--- src/rtl/spi_cmd_pkg.sv ---
`timescale 1ns/1ps
package spi_cmd_pkg;
  // byte index across one transaction: command + up to 8 tx + up to 15 rx
  localparam int IDX_W = 5;

  localparam logic [3:0] ADDR_OPC  = 4'h0;
  localparam logic [3:0] ADDR_CNT  = 4'h1;
  localparam logic [3:0] ADDR_CTL  = 4'h2;
  localparam logic [3:0] ADDR_STS  = 4'h3;
  localparam logic [3:0] ADDR_DATA = 4'hC;
  localparam logic [3:0] ADDR_PTR  = 4'hD;

  typedef enum logic [1:0] {ST_IDLE, ST_LOW, ST_HIGH} shiftState_t;

  typedef struct packed {
    logic             load;     // load next outgoing byte
    logic             shift;    // advance outgoing byte by one bit
    logic             sample;   // capture MISO
    logic             store;    // write captured byte to FIFO
    logic [IDX_W-1:0] loadIdx;  // transaction byte index being loaded
    logic [IDX_W-1:0] storeIdx; // transaction byte index being stored
  } ctlStrobes_t;
endpackage

--- src/rtl/spi_cmd_dp.sv ---
`timescale 1ns/1ps
module spi_cmd_dp
  import spi_cmd_pkg::*;
#(
  parameter int FIFO_DEPTH = 8
) (
  input  logic             clk,
  input  logic             rst,
  input  logic [3:0]       regAddr,
  input  logic             regWrEn,
  input  logic [7:0]       regWrData,
  input  logic             regRdEn,
  output logic [7:0]       regRdData,
  input  logic             busy,
  input  ctlStrobes_t      strobes,
  input  logic             spiMiso,
  output logic             spiMosi,
  output logic             startReq,
  output logic [IDX_W-1:0] txLen,
  output logic [IDX_W-1:0] rxLen
);
  localparam int PTR_W = $clog2(FIFO_DEPTH);
  localparam logic [IDX_W-1:0] DEPTH_L = IDX_W'(FIFO_DEPTH);

  logic [7:0]       opcodeQ;
  logic [7:0]       countQ;
  logic [7:0]       fifoMem [FIFO_DEPTH];
  logic [PTR_W-1:0] ptrQ;
  logic [7:0]       txShift;
  logic [7:0]       rxShift;

  logic wrOpc, wrCnt, wrData, rdData, ptrClr;
  logic [IDX_W-1:0] txField, rxField, loadM1, storeM1;
  logic [PTR_W-1:0] loadSel, storeSel;
  logic             loadFromFifo;

  assign wrOpc    = regWrEn && (regAddr == ADDR_OPC) && !busy;
  assign wrCnt    = regWrEn && (regAddr == ADDR_CNT) && !busy;
  assign wrData   = regWrEn && (regAddr == ADDR_DATA) && !busy;
  assign rdData   = regRdEn && (regAddr == ADDR_DATA);
  assign ptrClr   = regWrEn && (regAddr == ADDR_CTL) && regWrData[4];
  assign startReq = regWrEn && (regAddr == ADDR_CTL) && regWrData[0] && !busy;

  // count decoding: clamp tx to FIFO depth, off-by-one rx when tx is empty
  assign txField = IDX_W'(countQ[3:0]);
  assign rxField = IDX_W'(countQ[7:4]);
  assign txLen   = (txField > DEPTH_L) ? DEPTH_L : txField;
  assign rxLen   = (txField != '0) ? rxField :
                   (rxField != '0) ? rxField - 1'b1 : '0;

  assign loadM1       = strobes.loadIdx - 1'b1;
  assign storeM1      = strobes.storeIdx - 1'b1;
  assign loadSel      = loadM1[PTR_W-1:0];
  assign storeSel     = storeM1[PTR_W-1:0];
  assign loadFromFifo = (strobes.loadIdx != '0) && (strobes.loadIdx <= txLen);

  assign spiMosi = txShift[7];

  always_ff @(posedge clk) begin
    if (rst) begin
      opcodeQ <= '0;
      countQ  <= '0;
      ptrQ    <= '0;
      txShift <= '0;
      rxShift <= '0;
      for (int i = 0; i < FIFO_DEPTH; i++) fifoMem[i] <= '0;
    end else begin
      if (wrOpc) opcodeQ <= regWrData;
      if (wrCnt) countQ  <= regWrData;
      if (ptrClr) ptrQ <= '0;
      else if (wrData || rdData) ptrQ <= ptrQ + 1'b1;
      if (wrData) fifoMem[ptrQ] <= regWrData;
      if (strobes.store) fifoMem[storeSel] <= rxShift;
      if (strobes.load) begin
        if (strobes.loadIdx == '0) txShift <= opcodeQ;
        else if (loadFromFifo)     txShift <= fifoMem[loadSel];
        else                       txShift <= '0;
      end else if (strobes.shift) begin
        txShift <= {txShift[6:0], 1'b0};
      end
      if (strobes.sample) rxShift <= {rxShift[6:0], spiMiso};
    end
  end

  always_comb begin
    case (regAddr)
      ADDR_OPC:  regRdData = opcodeQ;
      ADDR_CNT:  regRdData = countQ;
      ADDR_CTL:  regRdData = {7'b0, busy};
      ADDR_STS:  regRdData = {busy, 7'b0};
      ADDR_DATA: regRdData = fifoMem[ptrQ];
      ADDR_PTR:  regRdData = 8'(ptrQ);
      default:   regRdData = '0;
    endcase
  end
endmodule

--- src/rtl/spi_cmd_ctrl.sv ---
`timescale 1ns/1ps
module spi_cmd_ctrl
  import spi_cmd_pkg::*;
#(
  parameter int CLK_DIV = 4
) (
  input  logic             clk,
  input  logic             rst,
  input  logic             startReq,
  input  logic [IDX_W-1:0] txLen,
  input  logic [IDX_W-1:0] rxLen,
  output ctlStrobes_t      strobes,
  output logic             busy,
  output logic             spiCsN,
  output logic             spiSclk
);
  localparam int DIV_W = (CLK_DIV > 1) ? $clog2(CLK_DIV) : 1;
  localparam logic [DIV_W-1:0] DIV_LAST = DIV_W'(CLK_DIV - 1);

  shiftState_t      state;
  logic [DIV_W-1:0] divCnt;
  logic [2:0]       bitCnt;
  logic [IDX_W-1:0] byteCnt;
  logic [IDX_W-1:0] lastByte;

  logic phaseEnd, byteEnd, finalByte;

  assign phaseEnd  = (divCnt == DIV_LAST);
  assign byteEnd   = (state == ST_HIGH) && phaseEnd && (bitCnt == 3'd7);
  assign finalByte = (byteCnt == lastByte);
  assign busy      = (state != ST_IDLE);

  always_comb begin
    strobes          = '0;
    strobes.load     = ((state == ST_IDLE) && startReq) || (byteEnd && !finalByte);
    strobes.loadIdx  = (state == ST_IDLE) ? '0 : byteCnt + 1'b1;
    strobes.sample   = (state == ST_LOW) && phaseEnd;
    strobes.shift    = (state == ST_HIGH) && phaseEnd && (bitCnt != 3'd7);
    strobes.store    = byteEnd && (byteCnt > txLen);
    strobes.storeIdx = byteCnt;
  end

  always_ff @(posedge clk) begin
    if (rst) begin
      state    <= ST_IDLE;
      divCnt   <= '0;
      bitCnt   <= '0;
      byteCnt  <= '0;
      lastByte <= '0;
      spiCsN   <= 1'b1;
      spiSclk  <= 1'b0;
    end else begin
      case (state)
        ST_IDLE: if (startReq) begin
          state    <= ST_LOW;
          spiCsN   <= 1'b0;
          spiSclk  <= 1'b0;
          divCnt   <= '0;
          bitCnt   <= '0;
          byteCnt  <= '0;
          lastByte <= txLen + rxLen;
        end
        ST_LOW: if (phaseEnd) begin
          spiSclk <= 1'b1;
          divCnt  <= '0;
          state   <= ST_HIGH;
        end else begin
          divCnt <= divCnt + 1'b1;
        end
        ST_HIGH: if (phaseEnd) begin
          spiSclk <= 1'b0;
          divCnt  <= '0;
          if (bitCnt == 3'd7) begin
            bitCnt <= '0;
            if (finalByte) begin
              state  <= ST_IDLE;
              spiCsN <= 1'b1;
            end else begin
              byteCnt <= byteCnt + 1'b1;
              state   <= ST_LOW;
            end
          end else begin
            bitCnt <= bitCnt + 1'b1;
            state  <= ST_LOW;
          end
        end else begin
          divCnt <= divCnt + 1'b1;
        end
        default: state <= ST_IDLE;
      endcase
    end
  end
endmodule

--- src/rtl/spi_cmd_engine.sv ---
`timescale 1ns/1ps
module spi_cmd_engine
  import spi_cmd_pkg::*;
#(
  parameter int FIFO_DEPTH = 8,
  parameter int CLK_DIV    = 4
) (
  input  logic       clk,
  input  logic       rst,
  input  logic [3:0] regAddr,
  input  logic       regWrEn,
  input  logic [7:0] regWrData,
  input  logic       regRdEn,
  output logic [7:0] regRdData,
  output logic       spiCsN,
  output logic       spiSclk,
  output logic       spiMosi,
  input  logic       spiMiso
);
  ctlStrobes_t      strobes;
  logic             busy;
  logic             startReq;
  logic [IDX_W-1:0] txLen;
  logic [IDX_W-1:0] rxLen;

  spi_cmd_dp #(.FIFO_DEPTH(FIFO_DEPTH)) dp (
    .clk(clk), .rst(rst), .regAddr(regAddr), .regWrEn(regWrEn),
    .regWrData(regWrData), .regRdEn(regRdEn), .regRdData(regRdData),
    .busy(busy), .strobes(strobes), .spiMiso(spiMiso), .spiMosi(spiMosi),
    .startReq(startReq), .txLen(txLen), .rxLen(rxLen)
  );

  spi_cmd_ctrl #(.CLK_DIV(CLK_DIV)) ctrl (
    .clk(clk), .rst(rst), .startReq(startReq), .txLen(txLen), .rxLen(rxLen),
    .strobes(strobes), .busy(busy), .spiCsN(spiCsN), .spiSclk(spiSclk)
  );
endmodule

--- config.mk ---
export PLATFORM = sky130hd
export DESIGN_NAME = spi_cmd_engine
export DESIGN_NICKNAME = d
export VERILOG_FILES = /design/src/rtl/spi_cmd_pkg.sv /design/src/rtl/spi_cmd_dp.sv /design/src/rtl/spi_cmd_ctrl.sv /design/src/rtl/spi_cmd_engine.sv
export SDC_FILE = /design/constraint.sdc
export NUM_CORES = 1
export LEC_CHECK = 0
export ABC_AREA = 1
export ABC_CLOCK_PERIOD_IN_PS = 2500
export CORE_MARGIN = 2
export CORE_UTILIZATION = 38
export DETAILED_ROUTE_END_ITERATION = 10
export HOLD_SLACK_MARGIN = 0.06
export PLACE_DENSITY = 0.6
export SETUP_SLACK_MARGIN = 0.4
export SYNTH_ARGS = -nofsm -noshare
export SYNTH_HDL_FRONTEND = slang
export SYNTH_HIERARCHICAL = 1
export SYNTH_SLANG_ARGS = --single-unit
--- constraint.sdc ---
create_clock -name clk -period 2.5 [get_ports clk]
set_clock_uncertainty 0.15 [all_clocks]
set_input_delay 0.75 -clock clk [delete_from_list [all_inputs] [get_ports clk]]
set_output_delay 0.75 -clock clk [all_outputs]
set_load 0.1 [all_outputs]
# Yosys cells after proc, flatten, opt, wreduce, memory -nomap -nowiden
# Memory sizes are Yosys's and may differ from the RTL's. A register that Yosys moved wholly into a read port is not among the register bits.
# Cells that the tools add are included.
# Widths: inputs -> output; s select.
# word_totals
register_bits	54
memories	1
out_inout_bits	11
ram_bits	64
input_bits	17
# mem_list
memory	depth	width	rd	rd_ports_with_merged_regs	wr	line	source
dp.fifoMem	8	8	2	1	8	spi_cmd_dp.sv:27	logic [7:0] fifoMem [FIFO_DEPTH];
# op_classes
reduce_logical	45
n_addsub	8
n_lt_le_gt_ge	3
eq_ne	17
mux	51
# ops
op	count
$mux 8	6
$pmux 8 s6	1
$mux 5	7
$mux 3	7
$logic_and 1x1->1	19
$mux 1	18
$reduce_or 8->1	2
$reduce_bool 5->1	3
$mux 2	5
$pmux 5 s2	1
$reduce_and 5->1	2
$eq 4x2->1 const B	2
$eq 4x4->1 const B	2
$ne 2x1->1 const B	4
$reduce_bool 2->1	4
$add 3x1->3 const B	2
$pmux 2 s3	1
$pmux 3 s2	1
$reduce_and 3->1	2
$sub 3x1->3 const B	2
$add 4x5->5	1
$add 5x1->5 const B	1
$eq 5x5->1	1
$gt 5x4->1	1
other kinds (23)	29

# Logic depth before layout (Yosys ltp)
# logic_depth
depth_word	9
depth_mapped	18

# Hierarchy
# Netlist, hierarchy kept.
# modules_own_cells
mod	seq_area_each_um2	cells_per_inst	area_each_um2	instances
spi_cmd_dp	2682.6	821	6236.0	1
spi_cmd_ctrl	380.4	192	1407.6	1

# Worst setup path before layout
# No wires, ideal clock.
# synth_path
kind	input to output
startpoint	in regAddr[2]
endpoint	out regRdData[2]
path_buffers	1
setup_slack_ns	-1.708
arrival_ns	3.308
cell_stages	5
t_required_ns	1.600
path_cell_list	nand2_1 > nor3_2 > buf_4 > o21ai_0 > o21ai_0
# synth_via
elab_chain_len	2
# synth_rtl
item	line	source
start, declared	spi_cmd_engine.sv:10	input logic [3:0] regAddr,
$eq 4x4->1, or another cell as far along	spi_cmd_dp.sv:86	case (regAddr)
$pmux 8 s6 *	spi_cmd_dp.sv:86	
end, declared	spi_cmd_engine.sv:14	output logic [7:0] regRdData,
# Every way passes the cells marked *; elsewhere a longest branch is shown, timed or not.

==> results.json <==
{
  "die-width_um": 146,
  "rsz0062_at_grt": "true",
  "initial_core_util_pct": 39.0,
  "ir_worst_vdd_mv": 0.373,
  "drt_iter0_markers": 640,
  "maxCapViolCount": 0,
  "p_leak_nw": 4.56,
  "routed_wl_um": 25900,
  "holdPathEnd": "ctrl/spiCsN$_SDFFE_PP1P_",
  "p_switching_mw": 2.31,
  "status": "finished with violations",
  "die-area_um2": 21300,
  "fmaxAchievable_mhz": 346,
  "die_y_um": 146,
  "worst_ep_required_time_ns": 1.60,
  "grt_start_max_net_pins": 36,
  "areaGrowthSynthToFinish_pct": 48.6,
  "hold_depth": 2,
  "cts_buffer_depth": 2,
  "final_util_pct": 58.0,
  "endpoint_kind": "primary output",
  "grt_use_met3_pct": 4.17,
  "num_vias": 7594,
  "ff2ff_path_depth": 11,
  "met2_usage_pct": 36.6,
  "cts-root-buf": "clkbuf_16",
  "post_drt_wl_per_cell_um": 18.4,
  "core_area_um2": 19600,
  "ys_seq_area_share_pct": 40.1,
  "htreeDepth": 4,
  "arrival_ns": 1.99,
  "critPathKind": "register to primary output",
  "layout_setup_ws_ns": -0.393,
  "grt_pass1_wl_um": 38800,
  "grt_usage_pct": 23.6,
  "clk_pin_slew_ns": 0.06,
  "cp_num_buf_inv": 4,
  "r2r_slack_ns": -0.03,
  "layout.nets": 1171,
  "drv_slew": 0,
  "dpl.hpwl_um": 17600,
  "grt-busiest-layer": "met2",
  "ff_latch_area_um2": 3090,
  "io_pins": 28,
  "synth.cell_area_um2": 7640,
  "diodes": 0,
  "drive_above_1_share_pct": 42.3,
  "synth_top_area_cell": "edfxtp_1",
  "avgViaCountPerCell": 5.40,
  "synth.top_cell.area_share_pct": 25.1,
  "start_kind": "register",
  "relSlewSlack_pct": 53.9,
  "pwr-share-comb_pct": 29.7,
  "avgSynthCellArea_um2": 7.55,
  "synth_seq_cells": 121,
  "drtPass1Iterations": 5,
  "post-route-drc-count": 0,
  "crit_family": "buffers and inverters",
  "worst_hold_slack_ns": 0.307,
  "r2r_end": "dp/fifoMem[4][2]$_DFFE_PP_",
  "multiInputGateArea_um2": 5270,
  "clock_latency_ns": 0.43,
  "crit_fanout": 6,
  "ys_async_sr_fraction_pct": 0,
  "setup_viol": 18,
  "hold_class": "register to register",
  "crit_path_cell_trace": "inv_6 -> buf_12 -> o21ai_2 -> o22ai_2 -> buf_4 -> o211ai_1 -> nand4_1 -> buf_12",
  "grt-ovfl-total": 0,
  "rows": 51,
  "met1_usage_pct": 32.5,
  "antenna_left": 0,
  "numCtsBuffers": 17,
  "antenna_found_initial": 1,
  "period_needed_ns": 2.89,
  "cp_slowest_cell": "dfxtp_4",
  "tns_ns": -2.91,
  "p_seq_share_pct": 34.2,
  "violations": "setup timing",
  "reg2reg_from": "dp/countQ[3]$_SDFFE_PP0P_",
  "fillers": 1677,
  "crit_path_frequent_cell": "buf_12",
  "synthCells": 1013,
  "cts_tree": "done",
  "min-delay-start": "ctrl/spiCsN$_SDFFE_PP1P_",
  "synth_area_leaders": "edfxtp_1 (25%), dfxtp_1 (15%), nand2_1 (11%)",
  "power.internal_mw": 4.20,
  "clkSinkCount": 121,
  "ys_warn_count": 6,
  "gp_congestion": 0.886,
  "synth_edf_count": 64,
  "grt_pass1_vias": 6927,
  "total_power_mw": 6.50,
  "yosysUniqueCellTypes": 49,
  "crit_path_max_incr_delay_ns": 0.40,
  "timing.final.crit_share_pct": 116,
  "tightestPinTransition_ns": 0.691,
  "cts_hold_buf": 0,
  "synthFlopType": "edfxtp_1",
  "clkPwrFrac_pct": 36.0,
  "hold_viol": 0,
  "power_density_nw_per_um2": 572,
  "swShare_pct": 35.5,
  "io_buffer_count": 27
}
-- sequential cells by signal, summed over array words and instances (netlist names), named ones only --
| register | flops |
|---|---|
| dp/fifoMem | 64 |
| dp/countQ | 8 |
| dp/opcodeQ | 8 |
| dp/rxShift | 8 |
| dp/txShift | 8 |
| ctrl/byteCnt | 5 |
| ctrl/lastByte | 5 |
| ctrl/bitCnt | 3 |
| dp/ptrQ | 3 |
| ctrl/divCnt | 2 |
| ctrl/state | 2 |
| ctrl/spiCsN | 1 |
| ctrl/spiSclk | 1 |
-- power by group through the flow --
stage	Sequential, mW	Clock, mW	Combinational (mW)
after detailed placement	2.26	0	1.44
after global placement	2.26	0	1.44
after floorplan	2.29	0	1.01
after CTS	2.22	2.36	1.62
after global routing	2.23	2.44	2.08
final	2.22	2.34	1.93
-- worst max-delay path by stage --
stage | from | endpoint | slack, ns | cells after the start
global placement | regAddr[3] | regRdData[4] | -0.64 | 7
floorplan | regAddr[3] | regRdData[0] | -0.60 | 6
finish | register | regRdData[7] | -0.39 | 8
detailed placement | regAddr[3] | regRdData[2] | -0.64 | 8
CTS | register | regRdData[7] | -0.36 | 8
global route | register | regRdData[7] | -0.42 | 8
-- through the flow --
stage	instances	setup WS, ns	instance area (um2)
after floorplan	1014	-0.601	8120
after global placement	1329	-0.639	9170
after detailed placement	1329	-0.645	9170
after CTS	1390	-0.360	10500
after global routing	1405	-0.420	11400
final	1405	-0.393	11400
-- worst reg2reg max path, stage by stage (launching register included) --
cell and delay, ns:
dfxtp_4 0.37, buf_6 0.12, nor2_1 0.27, ha_1 0.29, a21oi_1 0.15, nand2_1 0.14, nor2_2 0.18, inv_4 0.09
buf_6 0.13, nor2_4 0.14, inv_4 0.09, nand3_4 0.12
-- per-layer routing --
layer | vias to the layer above | wire length, um
met5 | - | 0
met4 | 0 | 781
met3 | 48 | 1750
met2 | 277 | 12000
met1 | 3587 | 11300
li1 | 3682 | -
-- logic make-up (layout without fill, tap and decap cells) --
family | count (synthesis) | after routing | synth area share, %
compound gates | 232 | 232 | 19.3
xor+xnor | 9 | 9 | 1.13
fa+ha+maj | 27 | 27 | 4.52
buf+inv | 164 | 290 | 8.68
flops | 121 | 121 | 40.1
other cells | 1 | 2 | 0.0491
simple gates | 459 | 459 | 26.2
-- placed cells by master (no fill, tap or decap), types with 15 or more instances in the layout --
cell type / netlist / routed
o31ai_2: 20 / 26
dfxtp_1: 57 / 46
edfxtp_1: 64 / 64
nand3_2: 1 / 25
a21oi_2: 5 / 15
inv_2: 14 / 23
o21ai_0: 82 / 56
nand2_4: 6 / 19
nor2_1: 109 / 78
buf_12: 0 / 24
ha_1: 26 / 15
clkbuf_16: 0 / 18
o21ai_1: 8 / 21
buf_6: 1 / 31
buf_4: 3 / 72
nand2_1: 230 / 156
nand2_2: 5 / 66
a21oi_1: 51 / 40
nand3_1: 78 / 45
nor2_4: 2 / 24
inv_1: 94 / 70
-- Yosys cell counts, types with 6 or more instances --
| cell | n |
|---|---|
| inv_1 | 94 |
| o211ai_1 | 13 |
| nor2_1 | 109 |
| edfxtp_1 | 64 |
| o22ai_1 | 23 |
| o31ai_2 | 20 |
| inv_2 | 14 |
| nand2_1 | 230 |
| nand2_4 | 6 |
| o21ai_0 | 82 |
| a21oi_1 | 51 |
| clkbuf_1 | 23 |
| buf_2 | 23 |
| nand4_1 | 8 |
| o21ai_1 | 8 |
| o31ai_1 | 20 |
| ha_1 | 26 |
| dfxtp_1 | 57 |
| nand3_1 | 78 |
-- area by class of cell --
cell class | instances | area share, %
clock inverter | 15 | 1.16
tap | 265 | 2.92
timing repair buffer | 147 | 14.5
sequential | 121 | 27.2
multi-input combinational | 729 | 46.4
inverter | 111 | 4.06
clock buffer | 17 | 3.75
-- repair_timing --
item	CTS	global route
hold endpoints to repair	0	0
setup buffers	24	10
resized for setup	148	191
pin swaps	68	74
endpoints found under the setup margin	174	164
gates cloned	5	5
No activity file was read; power rests on OpenSTA's default activity.
